===== config.mk =====
export PLATFORM = sky130hd
export DESIGN_NAME = guard_timer
export DESIGN_NICKNAME = d
export VERILOG_FILES = /design/src/rtl/guard_timer_pkg.sv /design/src/rtl/gt_regs.sv /design/src/rtl/gt_count.sv /design/src/rtl/gt_action.sv /design/src/rtl/guard_timer.sv
export SDC_FILE = /design/constraint.sdc
export NUM_CORES = 1
export LEC_CHECK = 0
export BUFFER_PORTS_ARGS = -buffer_cell sky130_fd_sc_hd__buf_2
export CAP_MARGIN = 40
export CELL_PAD_IN_SITES_DETAIL_PLACEMENT = 1
export CELL_PAD_IN_SITES_GLOBAL_PLACEMENT = 2
export CORE_MARGIN = 1.5
export CORE_UTILIZATION = 23
export DETAILED_ROUTE_END_ITERATION = 8
export PLACE_DENSITY = 0.74
export SYNTH_ARGS = -nofsm -noshare
export SYNTH_HDL_FRONTEND = slang
export SYNTH_SLANG_ARGS = --single-unit

===== constraint.sdc =====
create_clock -name clk -period 1.7 [get_ports clk]
set_input_delay 0.255 -clock clk [delete_from_list [all_inputs] [get_ports clk]]
set_output_delay 0.255 -clock clk [all_outputs]
set_load 0.02 [all_outputs]

===== src/rtl/guard_timer_pkg.sv =====
package guard_timer_pkg;
  localparam int CNT_W = 6;
  localparam logic [15:0] WR_KEY     = 16'h16AA;
  localparam logic [11:0] RELOAD_TAG = 12'hA57;
  localparam logic [1:0]  ACT_SYSRST = 2'b01;

  // Half-second ticks in the interval selected by a timeout code.
  function automatic logic [CNT_W-1:0] ticks_for_code(input logic [3:0] code);
    logic [CNT_W-1:0] c;
    c = {{(CNT_W-4){1'b0}}, code};
    if (code == 4'h0)       return CNT_W'(1);
    else if (code <= 4'h6)  return CNT_W'(c << 1);
    else if (code <= 4'hB)  return CNT_W'((c << 2) - CNT_W'(12));
    else                    return CNT_W'(32);
  endfunction
endpackage


===== src/rtl/gt_regs.sv =====
module gt_regs
  import guard_timer_pkg::*;
#(
  parameter int ADDR_W = 8,
  parameter int DATA_W = 32,
  parameter logic [ADDR_W-1:0] CTRL_OFS = 8'h10,
  parameter logic [ADDR_W-1:0] CFG_OFS  = 8'h14,
  parameter logic [ADDR_W-1:0] MODE_OFS = 8'h18
) (
  input  logic              clk,
  input  logic              rst_n,
  input  logic [ADDR_W-1:0] addr,
  input  logic              wr_en,
  input  logic [DATA_W-1:0] wr_data,
  input  logic              rd_en,
  output logic [DATA_W-1:0] rd_data,
  output logic              mode_en,
  output logic [3:0]        mode_code,
  output logic [1:0]        act_sel,
  output logic              reload_cmd
);
  localparam int KEY_LSB = DATA_W - 16;

  logic key_ok;
  assign key_ok = (wr_data[DATA_W-1:KEY_LSB] == WR_KEY);
  assign reload_cmd = wr_en && (addr == CTRL_OFS) && wr_data[0] &&
                      (wr_data[12:1] == RELOAD_TAG);

  always_ff @(posedge clk or negedge rst_n) begin
    if (!rst_n) begin
      mode_en   <= 1'b0;
      mode_code <= 4'h0;
      act_sel   <= 2'b00;
    end else if (wr_en && key_ok) begin
      if (addr == CFG_OFS) act_sel <= wr_data[1:0];
      if (addr == MODE_OFS) begin
        mode_en   <= wr_data[0];
        mode_code <= wr_data[7:4];
      end
    end
  end

  always_comb begin
    rd_data = '0;
    if (rd_en) begin
      if (addr == CFG_OFS) rd_data[1:0] = act_sel;
      if (addr == MODE_OFS) begin
        rd_data[7:4] = mode_code;
        rd_data[0]   = mode_en;
      end
    end
  end
endmodule


===== src/rtl/gt_count.sv =====
module gt_count
  import guard_timer_pkg::*;
(
  input  logic             clk,
  input  logic             rst_n,
  input  logic             tick,
  input  logic             enable,
  input  logic [3:0]       code,
  input  logic             reload_cmd,
  output logic             expire,
  output logic [CNT_W-1:0] remain
);
  logic [CNT_W-1:0] full;
  assign full   = ticks_for_code(code);
  assign expire = enable && tick && !reload_cmd && (remain == CNT_W'(1));

  always_ff @(posedge clk or negedge rst_n) begin
    if (!rst_n)                   remain <= CNT_W'(1);
    else if (!enable || reload_cmd || expire) remain <= full;
    else if (tick)                remain <= remain - CNT_W'(1);
  end
endmodule


===== src/rtl/gt_action.sv =====
module gt_action
  import guard_timer_pkg::*;
(
  input  logic       clk,
  input  logic       rst_n,
  input  logic       expire,
  input  logic [1:0] act_sel,
  input  logic       reload_cmd,
  output logic       sys_rst_o,
  output logic       irq_o
);
  always_ff @(posedge clk or negedge rst_n) begin
    if (!rst_n) begin
      sys_rst_o <= 1'b0;
      irq_o     <= 1'b0;
    end else begin
      sys_rst_o <= expire && (act_sel == ACT_SYSRST);
      if (expire && (act_sel != ACT_SYSRST)) irq_o <= 1'b1;
      else if (reload_cmd)                   irq_o <= 1'b0;
    end
  end
endmodule


===== src/rtl/guard_timer.sv =====
module guard_timer
  import guard_timer_pkg::*;
#(
  parameter int ADDR_W = 8,
  parameter int DATA_W = 32,
  parameter logic [ADDR_W-1:0] CTRL_OFS = 8'h10,
  parameter logic [ADDR_W-1:0] CFG_OFS  = 8'h14,
  parameter logic [ADDR_W-1:0] MODE_OFS = 8'h18
) (
  input  logic              clk,
  input  logic              rst_n,
  input  logic              tick,
  input  logic [ADDR_W-1:0] addr,
  input  logic              wr_en,
  input  logic [DATA_W-1:0] wr_data,
  input  logic              rd_en,
  output logic [DATA_W-1:0] rd_data,
  output logic              sys_rst_o,
  output logic              irq_o
);
  logic             mode_en;
  logic [3:0]       mode_code;
  logic [1:0]       act_sel;
  logic             reload_cmd;
  logic             expire;
  logic [CNT_W-1:0] remain;

  gt_regs #(
    .ADDR_W(ADDR_W), .DATA_W(DATA_W),
    .CTRL_OFS(CTRL_OFS), .CFG_OFS(CFG_OFS), .MODE_OFS(MODE_OFS)
  ) u_regs (
    .clk(clk), .rst_n(rst_n), .addr(addr), .wr_en(wr_en), .wr_data(wr_data),
    .rd_en(rd_en), .rd_data(rd_data), .mode_en(mode_en), .mode_code(mode_code),
    .act_sel(act_sel), .reload_cmd(reload_cmd)
  );

  gt_count u_count (
    .clk(clk), .rst_n(rst_n), .tick(tick), .enable(mode_en), .code(mode_code),
    .reload_cmd(reload_cmd), .expire(expire), .remain(remain)
  );

  gt_action u_action (
    .clk(clk), .rst_n(rst_n), .expire(expire), .act_sel(act_sel),
    .reload_cmd(reload_cmd), .sys_rst_o(sys_rst_o), .irq_o(irq_o)
  );
endmodule


Yosys cells after proc, flatten, opt, wreduce, memory -nomap -nowiden
Cells that the tools add are included.
{"block": "word_totals", "reg_bits": 15, "output_inout_bits": 34}
{"block": "classes", "add_sub_neg": 2, "magnitude_cmp": 2, "n_eq_ne": 8, "mux": 12, "n_reduce_logical": 18}
{"op": "$mux W6", "n": 5}
{"op": "$eq A8 B5 Y1 const B", "n": 3}
{"op": "$eq A16 B13 Y1 const B", "n": 1}
{"op": "$eq A12 B12 Y1 const B", "n": 1}
{"op": "$logic_and A1 B1 Y1", "n": 9}
{"op": "$mux W4", "n": 2}
{"op": "$eq A6 B1 Y1 const B", "n": 1}
{"op": "$sub A6 B1 Y6 const B", "n": 1}
{"op": "$sub A6 B4 Y6 const B", "n": 1}
{"op": "$le A4 B3 Y1 const B", "n": 1}
{"op": "$le A4 B4 Y1 const B", "n": 1}
{"op": "$logic_not A4 Y1", "n": 1}
{"op": "$mux W2", "n": 2}
{"op": "$reduce_and A2 Y1", "n": 2}
{"op": "$reduce_bool A2 Y1", "n": 2}
{"op": "$mux W1", "n": 3}
{"op": "$eq A2 B1 Y1 const B", "n": 1}
{"op": "$logic_not A1 Y1", "n": 2}
{"op": "$logic_or A1 B1 Y1", "n": 2}
{"op": "$ne A2 B1 Y1 const B", "n": 1}

Longest topological paths before layout
Gate-level depths: netlist (run 1).
{"block": "depth", "depth_word": 9, "mapped_depth": 6}

Modules after synthesis
A second synthesis (run 1) with hierarchy kept.
{"block": "unflattened", "cells_unflattened": 131, "area_unflattened_um2": 1313.8}
{"mod": "gt_regs", "instances": 1, "cells_per_inst": 71, "area_each_um2": 695.7, "seq_area_each_um2": 175.2}
{"mod": "gt_count", "instances": 1, "cells_per_inst": 53, "area_each_um2": 534.3, "seq_area_each_um2": 151.4}
{"mod": "gt_action", "instances": 1, "cells_per_inst": 7, "area_each_um2": 83.8, "seq_area_each_um2": 50.0}

Worst setup path before layout (run 1)
OpenSTA, ideal clock, no wires.
{"block": "synth_timing", "kind": "input to output", "start": "input addr[5]", "end": "output rd_data[4]", "t_arrival_ns": 1.287, "required_time_ns": 1.445, "path_slack_ns": 0.158, "path_stages": 3, "n_path_buf": 0, "path_cell_list": "nor4b_4 nand3_1 nor3_1"}
{"block": "synth_via", "elab_chain_len": 3}
{"item": "start: declaration", "line": "guard_timer.sv:13", "text": "input logic [ADDR_W-1:0] addr,"}
{"item": "$eq A8 B5 Y1", "line": "gt_regs.sv:47", "text": "if (addr == MODE_OFS) begin"}
{"item": "$mux W4", "line": "gt_regs.sv:47"}
{"item": "$mux W4", "line": "gt_regs.sv:45", "text": "if (rd_en) begin"}
{"item": "end: declaration", "line": "guard_timer.sv:17", "text": "output logic [DATA_W-1:0] rd_data,"}
No other way between the ends.

Worst setup path in the final report (run 1)
{"block": "layout_timing", "start": "register u_regs.mode_en", "end": "output rd_data[0]"}
{"block": "layout_via", "elab_chain_len": 2}
{"item": "start: declaration", "line": "gt_regs.sv:17", "text": "output logic mode_en,"}
{"item": "start signal: assignment", "line": "gt_regs.sv:37", "text": "mode_en <= wr_data[0];"}
{"item": "$mux W1", "line": "gt_regs.sv:47"}
{"item": "$mux W2", "line": "gt_regs.sv:45"}
No other way between the ends.

==> impl_metrics.tcl, run 1 <==
set metrics [dict create \
    synth_enable_flop_cells 0 \
    vias_in_the_first_global_route 1183 \
    drt.antenna.violating_nets 0 \
    htree_num_levels 1 \
    timing.critical_path.slowest_cell_delay_ps 380 \
    post_drt_via_cell_ratio 4.03 \
    p_switching_w 0.000215 \
    start_util_pct 23.8 \
    clock_sinks 15 \
    root_buffer "sky130_fd_sc_hd__clkbuf_8" \
    report.final.slew_viol_count 0 \
    grt-ovfl-total 0 \
    antenna_violations_before_repair 0 \
    cp-end-kind "output port" \
    synth.lib_cells_used.distinct 38 \
    die_boundary_width_um 78.2 \
    final.period_utilization_pct 92.9 \
    finalWirelength_um 3040 \
    number_of_buffers_created_by_cts 3 \
    critPathTopFamily "flip-flops" \
    finalWeightedCongestion 0.730 \
    area_occupied_by_multi_input_gates_um2 800 \
    fin_cells 272 \
    main_combinational_cell_family_by_area_after_synthesis "simple AND/OR/NAND/NOR gates" \
    routed_wire_length_per_instance_um 11.2 \
    io_buffers 49 \
    netSwitchingFraction_pct 27.1 \
    synth_cell_area_um2 1300 \
    pre_repair_dr_iteration_count 3 \
    worst-endpoint-required_ps 1440 \
    clock_tree.buffer_depth 2 \
    part_of_the_power_in_registers_pct 45.1 \
    worst_setup_hold_path_clk_slew_ps 60 \
    cell_internal_pwr_w 0.000578 \
    synth_area_leaders "sky130_fd_sc_hd__dfrtp_1 (27%), sky130_fd_sc_hd__buf_4 (15%), sky130_fd_sc_hd__mux2_2 (6.1%)" \
    final_nets 251 \
    synth.mux.area_fraction_pct 10.9 \
    cts_tree "yes" \
    setup.worst_path.class "reg2out" \
    dr.first_iter.drc_count 7 \
    asyncSetResetFlopFracSynth_pct 100 \
    critical_path.n_buffers_inverters 2 \
    syn-instance-count 135 \
    clk-insertion-delay-late_ps 250 \
    power.density_cell_area_nw_per_um2 471 \
    hold_class "in2reg" \
    cellLeakagePower_nw 0.859 \
    register_area_um2 377 \
    synthesized_area_fraction_occupied_by_adder_cells_pct 4.81 \
    timing.critical_path.cells "inv_1, or2_2, a21oi_1, buf_2" \
    cap_violations 0 \
    worstPathMaxFanout 4 \
    post-route-min-period_ps 1580 \
    list_of_most_frequent_post_synthesis_cells "sky130_fd_sc_hd__buf_4 (26), sky130_fd_sc_hd__dfrtp_1 (14), sky130_fd_sc_hd__nand2_1 (11)" \
    grt_start_max_net_pins 16 \
    post-synth-top-count-cell "sky130_fd_sc_hd__buf_4" \
    die_h_um 78.2 \
    grt_usage_pct 10.7 \
    worst_clock_skew_ps 2.28 \
    synthFlopType "sky130_fd_sc_hd__dfrtp_1" \
    placement_rows 27 \
    startpoint_type "flop" \
    synthXorXnorAreaFrac_pct 3.37 \
    rsz0062_at_grt "false" \
    post-route-drc-count 0 \
    synth.yosys.warnings 0 \
    drive_gt1_share_pct 39.0 \
    setup_viol 0 \
    report.final.hold_viol_count 0 \
    post-synth-top-area-fraction_pct 26.9 \
    placed_cells 266 \
    avgSynthCellArea_um2 9.63 \
    fmax_ghz 0.634 \
    via_count 1095 \
    die_area_um2 6110 \
    power.share.clock_pct 36.4 \
    global_route_wire_length_before_repair_um 5190 \
    area_delta_synth_final_pct 29.5 \
    fillCellCount 684 \
    flops_latches_synth 15 \
    boundaryPins 79 \
    num_antenna_cells 0 \
    synth_sequential_area_ratio_pct 29.0 \
    critPathSlowestCell "sky130_fd_sc_hd__dfrtp_1" \
    placeable_core_region_um2 5470 \
    worst-endpoint-arrival_ps 1320 \
    share_comb_of_total_power_pct 18.5 \
    worst_ir_drop_vdd_uv 157 \
    yosysTopAreaCell "sky130_fd_sc_hd__dfrtp_1" \
    outcome "finished clean" \
    dp.final_hpwl_um 2620 \
    util_after_layout_pct 30.8 \
    synth_compound_gate_area_share_pct 5.20 \
    synth_simple_gate_area_share_pct 29.7 \
]
-- through the flow --
| step | hold WS, ps | power (W) | TNS [ps] | setup slack [ps] | cell area, um^2 |
|---|---|---|---|---|---|
| after global routing | 247 | 0.000838 | 0 | 6.42 | 1680 |
| after CTS | 248 | 0.000807 | 0 | 89.2 | 1680 |
| final | 257 | 0.000793 | 0 | 122 | 1680 |
| after global placement | 179 | 0.000507 | -224 | -34.7 | 1620 |
| after detailed placement | 181 | 0.000508 | -235 | -40.8 | 1620 |
| after floorplan | -40.6 | 0.000482 | 0 | 158 | 1390 |
-- path summary, 6_finish.rpt --
path | startpoint | endpoint | cells past startpoint | slack (ps)
worst min-delay path | wr_data[1] | u_regs.act_sel[1] | 2 | 260
worst max-delay path | u_regs.mode_en | rd_data[0] | 4 | 120
max in group asynchronous | rst_n | u_count.remain[0] | 2 | 950
worst min register to register | u_action.irq_o | u_action.irq_o | 2 | 510
min in group asynchronous | rst_n | u_count.remain[3] | 2 | 450
worst max register to register | u_count.remain[3] | u_count.remain[2] | 5 | 270
-- placed cells by master, fill, tap and decap left out, drive strengths merged, types with 2 or more instances in the layout --
cell type  Yosys  routed
nor2           7       7
xnor2          2       2
clkbuf         0       4
nand3          4       4
o21ai          2       2
nand4bb        2       2
nor4b          3       3
conb           1      26
a31oi          3       3
nand4b         2       2
and2           2       2
nor3           5       5
nor4bb         5       5
mux2i          4       4
dfrtp         14      14
nor3b          2       2
nand2         11      11
buf           26      61
inv            6       6
ha             5       5
xor2           3       3
mux2           9       9
nand2b         4       4
nor2b          3       3
-- flip-flops by register name (all words and copies together), names as in the netlist --
register	count
u_regs.mode_en	1
u_regs.mode_code	4
u_action.sys_rst_o	1
u_action.irq_o	1
u_regs.act_sel	2
u_count.remain	6
-- worst reg2reg max path: stages (launching register included) --
cell,delay [ps]
sky130_fd_sc_hd__dfrtp_1,400
sky130_fd_sc_hd__nor3b_1,210
sky130_fd_sc_hd__buf_4,150
sky130_fd_sc_hd__a31oi_1,120
sky130_fd_sc_hd__o21ai_4,110
sky130_fd_sc_hd__mux2_1,330
-- metal layers --
metal / vias up / track usage, % / share of wire (%)
li1: 550 / - / -
met1: 500 / 13.4 / 43
met2: 43 / 18.6 / 51
met3: 2 / 1.16 / 4.7
met4: 0 / 4.29 / 0.95
met5: - / 0 / 0
-- power by group through the flow --
| stage | clock network [W] | registers, W | logic (W) |
|---|---|---|---|
| floorplan | 0 | 0.000364 | 0.000118 |
| global placement | 0 | 0.000364 | 0.000143 |
| detailed placement | 0 | 0.000364 | 0.000144 |
| CTS | 0.000303 | 0.000357 | 0.000148 |
| global route | 0.000319 | 0.000357 | 0.000162 |
| finish | 0.000289 | 0.000357 | 0.000147 |
-- layout make-up --
class / count / share of cell area [%]
multi-input combinational: 113 / 47.5
inverter: 6 / 1.34
sequential: 15 / 22.4
clock buffer: 4 / 2.67
timing repair buffer: 62 / 20.8
tap: 72 / 5.35
-- repair_timing --
item                                   in CTS  in global routing
buffers inserted                            1                  0
endpoints found under the hold margin      14                  0
setup endpoints to repair                   1                  2
cloned                                      0                  0
gates resized for setup                     0                  2
hold buffers                                1                  0
pin swaps                                   1                  0
-- cell families after synthesis --
group	after synthesis
and+or+nand+nor	55
buffers and inverters	32
DFF	15
muxes	13
AOI/OAI and AO/OA	9
adders and majority gates	5
xor gates and xnor gates	5
other	1
No activity file was read; power rests on OpenSTA's default activity.
==> run 2, diff against run 1 <==
--- a/config.mk
+++ b/config.mk
@@ -9,6 +9,7 @@
 export CAP_MARGIN = 40
 export CELL_PAD_IN_SITES_DETAIL_PLACEMENT = 1
 export CELL_PAD_IN_SITES_GLOBAL_PLACEMENT = 2
+export CORE_ASPECT_RATIO = 1.5
 export CORE_MARGIN = 1.5
 export CORE_UTILIZATION = 23
 export DETAILED_ROUTE_END_ITERATION = 8
==> impl_metrics.tcl, run 2 (synthesized netlist as in run 1, its figures left out) <==
set metrics [dict create \
    rsz0062_at_grt "false" \
    clk-insertion-delay-late_ps 250 \
    setup.worst_path.class "in2out" \
    critPathSlowestCell "sky130_fd_sc_hd__nor4b_4" \
    worst_setup_hold_path_clk_slew_ps 70 \
    worst_ir_drop_vdd_uv 246 \
    cellLeakagePower_nw 0.858 \
    final.period_utilization_pct 97.3 \
    die_boundary_width_um 64.4 \
    die_area_um2 6120 \
    number_of_buffers_created_by_cts 3 \
    fmax_ghz 0.604 \
    placeable_core_region_um2 5450 \
    dp.final_hpwl_um 2750 \
    power.density_cell_area_nw_per_um2 472 \
    root_buffer "sky130_fd_sc_hd__clkbuf_8" \
    timing.critical_path.slowest_cell_delay_ps 370 \
    mostFrequentLayoutCell "sky130_fd_sc_hd__buf_2" \
    routed.top_layer "met4" \
    die_h_um 95.1 \
    io_buffers 49 \
    area_delta_synth_final_pct 29.4 \
    final.setup.tns_ps 0 \
    report.final.slew_viol_count 0 \
    placement_rows 33 \
    wl_met3_um 173 \
    worst-endpoint-arrival_ps 1400 \
    grt_start_max_net_pins 16 \
    worstPathMaxFanout 5 \
    post-route-min-period_ps 1650 \
    report.final.hold_viol_count 0 \
    hold_class "in2reg" \
    vias_in_the_first_global_route 1148 \
    total_power_w 0.000794 \
    timing.critical_path.cells "buf_2, nor4b_4, nand3_1, buf_6, nor2_2, and2_1, buf_4" \
    post-route-drc-count 0 \
    post_drt_via_cell_ratio 4.11 \
    routed_wire_length_per_instance_um 11.7 \
    start_util_pct 23.9 \
    htree_num_levels 1 \
    grt_usage_pct 10.6 \
    registers.top_by_ff_count "u_count.remain" \
    cap_violations 0 \
    worst-endpoint-required_ps 1440 \
    pre_repair_dr_iteration_count 4 \
    num_antenna_cells 0 \
    drt.antenna.violating_nets 0 \
    dr.first_iter.drc_count 3 \
    drive_gt1_share_pct 39.7 \
    reg_top3 "u_count.remain (6), u_regs.mode_code (4), u_regs.act_sel (2)" \
    m1_wire_length_um 1050 \
    global_route_wire_length_before_repair_um 5000 \
    setup_viol 0 \
    grt-ovfl-total 0 \
    cts_tree "yes" \
    finalWeightedCongestion 0.714 \
    worst_hold_slack_ps 258 \
    cp-end-kind "output port" \
    finalWirelength_um 3140 \
    via_count 1106 \
    clock_tree.buffer_depth 2 \
    antenna_violations_before_repair 0 \
    largest_reg_flops 6 \
    layout.cells.most_common_list "sky130_fd_sc_hd__buf_2 (47), sky130_fd_sc_hd__conb_1 (26), sky130_fd_sc_hd__dfrtp_1 (14)" \
    met2_routed_wl_um 1870 \
    startpoint_type "primary input" \
    outcome "finished clean" \
    final_nets 250 \
    worst_clock_skew_ps 6.09 \
    boundaryPins 79 \
    clock_sinks 15 \
]
run 2: worst max-delay path: cells and delay by family:
family / cells / cell delay, ps
buf+inv: 3 / 410
simple gates: 4 / 730
run 2: path summary, 6_finish.rpt:
check                             startpoint                  end  slack, ps  depth (start not counted)
max in group asynchronous              rst_n    u_count.remain[0]        950                          2
min                               wr_data[6]  u_regs.mode_code[2]        260                          2
min reg2reg                   u_action.irq_o       u_action.irq_o        510                          2
min in group asynchronous              rst_n       u_regs.mode_en        440                          2
max reg2reg                u_count.remain[3]    u_count.remain[2]        270                          5
max                                  addr[6]           rd_data[6]         50                          7
run 2: cell type report:
cell class                 instances  area [um^2]
clock buffer                       3         41.3
clock inverter                     1         5.00
fill                             703         3770
inverter                           6         22.5
multi-input combinational        113          802
sequential                        15          377
tap                               70         87.6
timing repair buffer              61          347
run 2: timing repair:
action	CTS	global route
gates resized for setup	0	4
endpoints found under the setup margin	0	2
hold buffers	1	0
hold endpoints to repair	14	0
setup buffers	0	1
run 2: per-layer routing:
layer,track usage [%],vias up
met3,0.472,2
met5,0,-
met1,9.68,512
met2,23.2,46
li1,-,546
met4,4.79,0
run 2: per-stage QoR:
step	setup WS (ps)	area [um^2]	util, %	instances
floorplan	158	1390	-	160
global placement	-57.0	1610	29.5	263
detailed placement	-77.5	1610	29.5	263
CTS	6.72	1660	30.5	268
global route	1.37	1680	30.9	269
finish	45.5	1680	30.9	269
run 2: power breakdown:
part / switching (W) / total, W / internal (W)
clock: 0.000128 / 0.000290 / 0.000162
combinational: 0.0000920 / 0.000146 / 0.0000542
sequential: 0.00000000105 / 0.000357 / 0.000357
total: 0.000220 / 0.000794 / 0.000573
==> run 3, diff against run 2 <==
--- a/config.mk
+++ b/config.mk
@@ -11,9 +11,10 @@
 export CELL_PAD_IN_SITES_GLOBAL_PLACEMENT = 2
 export CORE_ASPECT_RATIO = 1.5
 export CORE_MARGIN = 1.5
-export CORE_UTILIZATION = 23
+export CORE_UTILIZATION = 22
 export DETAILED_ROUTE_END_ITERATION = 8
-export PLACE_DENSITY = 0.74
+export PLACE_DENSITY = 0.73
 export SYNTH_ARGS = -nofsm -noshare
 export SYNTH_HDL_FRONTEND = slang
+export SYNTH_HIERARCHICAL = 1
 export SYNTH_SLANG_ARGS = --single-unit
==> constraint.sdc (replaced) <==
create_clock -name clk -period 1.5 [get_ports clk]
set_input_delay 0.225 -clock clk [delete_from_list [all_inputs] [get_ports clk]]
set_output_delay 0.225 -clock clk [all_outputs]
set_load 0.02 [all_outputs]
==> impl_metrics.tcl, run 3 <==
set metrics [dict create \
    outcome "finished clean" \
    gr-usage-met3_pct 1.39 \
    via_count 1104 \
    post-synth-top-count-cell "sky130_fd_sc_hd__buf_4" \
    cp_dominant_cell_by_count "sky130_fd_sc_hd__buf_6" \
    netSwitchingFraction_pct 27.6 \
    worst-endpoint-arrival_ps 1230 \
    timing.critical_path.cells "buf_6, nor4b_4, nand3_2, nor2_4, and2_4, buf_6" \
    setup_viol 0 \
    power.share.clock_pct 35.9 \
    num_antenna_cells 0 \
    synthFlopType "sky130_fd_sc_hd__dfrtp_1" \
    dr.first_iter.drc_count 5 \
    report.final.slew_viol_count 0 \
    finalWirelength_um 3250 \
    critPathTopFamily "simple AND/OR/NAND/NOR gates" \
    final_nets 251 \
    grt_usage_pct 10.3 \
    avgSynthCellArea_um2 10.0 \
    registers.top_by_ff_count "u_count/remain" \
    pre_repair_dr_iteration_count 2 \
    cell_internal_pwr_w 0.000655 \
    die_boundary_width_um 66.1 \
    start_util_pct 22.7 \
    setup.worst_path.class "in2out" \
    clock_tree.buffer_depth 2 \
    post-route-cell-area_um2 1840 \
    placement_rows 34 \
    post-synth-top-area-fraction_pct 26.7 \
    power.density_cell_area_nw_per_um2 493 \
    critPathSlowestCell "sky130_fd_sc_hd__nor4b_4" \
    antenna_violations_before_repair 0 \
    rsz0062_at_grt "true" \
    postPlaceCellArea_um2 1670 \
    final.period_utilization_pct 96.8 \
    share_comb_of_total_power_pct 19.4 \
    synth.yosys.warnings 6 \
    synth_sequential_area_ratio_pct 28.7 \
    grt-ovfl-total 0 \
    synth_area_leaders "sky130_fd_sc_hd__dfrtp_1 (27%), sky130_fd_sc_hd__buf_4 (15%), sky130_fd_sc_hd__ha_1 (4.8%)" \
    reg_top3 "u_count/remain (6), u_regs/mode_code (4), u_regs/act_sel (2)" \
    root_buffer "sky130_fd_sc_hd__clkbuf_8" \
    fin_cells 272 \
    grt_use_met2_pct 20.2 \
    synth.lib_cells_used.distinct 42 \
    die_h_um 97.6 \
    dp.final_hpwl_um 2740 \
    drt.antenna.violating_nets 0 \
    post_drt_via_cell_ratio 4.06 \
    area_delta_synth_final_pct 39.8 \
    htree_num_levels 1 \
    die_area_um2 6450 \
    clk-insertion-delay-late_ps 250 \
    startpoint_type "primary input" \
    worst_clock_skew_ps 5.73 \
    asyncSetResetFlopFracSynth_pct 100 \
    clock_sinks 15 \
    io_buffers 49 \
    grt_start_max_net_pins 16 \
    cts_tree "yes" \
    placeable_core_region_um2 5790 \
    critical_path.n_buffers_inverters 2 \
    synth_enable_flop_cells 0 \
    flops_latches_synth 15 \
    placed_cells 266 \
    busiest_layer "met2" \
    finalWorstSetupSlack_ps 48.4 \
    hold_class "in2reg" \
    worstPathMaxFanout 4 \
    fillCellCount 734 \
    layout.cells.most_common_list "sky130_fd_sc_hd__buf_2 (41), sky130_fd_sc_hd__conb_1 (26), sky130_fd_sc_hd__buf_4 (18)" \
    worst_setup_hold_path_clk_slew_ps 60 \
    boundaryPins 79 \
    finalWeightedCongestion 0.697 \
    global_route.usage.met1_pct 10.4 \
    global_route_wire_length_before_repair_um 5200 \
    synth_cell_area_um2 1310 \
    yosysTopAreaCell "sky130_fd_sc_hd__dfrtp_1" \
    drive_gt1_share_pct 52.0 \
    worst_ir_drop_vdd_uv 408 \
    worst-endpoint-required_ps 1270 \
    post-route-min-period_ps 1450 \
    vias_in_the_first_global_route 1128 \
    routed_wire_length_per_instance_um 11.9 \
    report.final.hold_viol_count 0 \
    mostFrequentLayoutCell "sky130_fd_sc_hd__buf_2" \
    p_switching_w 0.000250 \
    largest_reg_flops 6 \
    part_of_the_power_in_registers_pct 44.7 \
    post-route-drc-count 0 \
    syn-instance-count 131 \
    cp-end-kind "output port" \
    fmax_ghz 0.689 \
    util_after_layout_pct 31.7 \
    timing.critical_path.slowest_cell_delay_ps 320 \
    cellLeakagePower_nw 0.943 \
    list_of_most_frequent_post_synthesis_cells "sky130_fd_sc_hd__buf_4 (26), sky130_fd_sc_hd__dfrtp_1 (14), sky130_fd_sc_hd__inv_1 (9)" \
    cap_violations 0 \
    dpl_worst_slack_ps -225 \
    number_of_buffers_created_by_cts 3 \
]
==> run 3: changes by cell type in the layout (fill, tap and decap cells not counted), sizes merged, moves of 2 or more <==
cell | before | now
nand2 | 11 | 7
buf | 60 | 65
a31oi | 3 | 1
nor2b | 3 | 0
and2 | 2 | 4
nand4bb | 2 | 0
inv | 6 | 9
==> run 3: repair_timing <==
action	CTS	global route
endpoints found under the setup margin	4	17
setup buffers	0	1
resized for setup	8	21
hold buffers	1	0
pin swaps	2	10
hold endpoints to repair	14	0
==> run 3: cell families after synthesis <==
| group | Yosys count | share of synthesized area [%] |
|---|---|---|
| other | 1 | 0.285 |
| buffers and inverters | 35 | 17.4 |
| xor gates and xnor gates | 5 | 3.33 |
| AOI/OAI and AO/OA | 9 | 4.48 |
| DFF | 15 | 28.7 |
| adders and majority gates | 5 | 4.76 |
| muxes | 13 | 11.3 |
| and+or+nand+nor | 48 | 29.7 |
==> run 3: area by class of cell <==
| cell class | instances | area, um^2 | share of cell area (%) |
|---|---|---|---|
| clock buffers | 3 | 41.3 | 2.25 |
| flip-flops and latches | 15 | 377 | 20.5 |
| multi-input cells | 106 | 872 | 47.5 |
| well taps | 72 | 90.1 | 4.90 |
| inverters | 9 | 33.8 | 1.84 |
| clock inverters | 1 | 5.00 | 0.272 |
| repair buffers | 66 | 418 | 22.8 |
==> run 3: final timing paths <==
| path | slack (ps) | start | cells after the start | to |
|---|---|---|---|---|
| hold reg to reg | 520 | u_action/irq_o | 1 | u_action/irq_o |
| setup / recovery | 50 | addr[5] | 6 | rd_data[7] |
| hold / removal | 230 | wr_data[1] | 2 | u_regs/act_sel[1] |
| min in group asynchronous | 420 | rst_n | 2 | u_count/remain[5] |
| setup reg to reg | 70 | u_count/remain[0] | 6 | u_count/remain[4] |
| max in group asynchronous | 790 | rst_n | 2 | u_count/remain[0] |
==> run 3: stage by stage <==
stage               hold slack [ps]  TNS (ps)  total power (W)
floorplan                     -70.6         0         0.000544
global placement                149     -2700         0.000574
detailed placement              151     -2840         0.000575
CTS                             232         0         0.000908
global route                    237     -9.02         0.000950
finish                          231         0         0.000905
==> run 3: worst reg2reg max path: cells and delay by family (launching register included) <==
family                     cells  cell delay (ps)
DFF                            1              550
muxes                          1              260
adders and majority gates      1              180
xor gates and xnor gates       1              160
and+or+nand+nor                2              110
buffers and inverters          1               40
==> run 3: power groups by stage <==
| stage | clock [W] | combinational, W | sequential [W] |
|---|---|---|---|
| 6_report | 0.000325 | 0.000175 | 0.000405 |
| 5_1_grt | 0.000356 | 0.000189 | 0.000404 |
| 4_1_cts | 0.000336 | 0.000167 | 0.000405 |
| 3_5_place_dp | 0 | 0.000163 | 0.000412 |
| 3_3_place_gp | 0 | 0.000161 | 0.000412 |
| 2_1_floorplan | 0 | 0.000132 | 0.000412 |
==> run 3: routing by layer <==
metal	wire length [um]	share of wire, %
met3	170	5.2
met4	35	1.1
met1	1190	37
met2	1860	57
met5	0	0
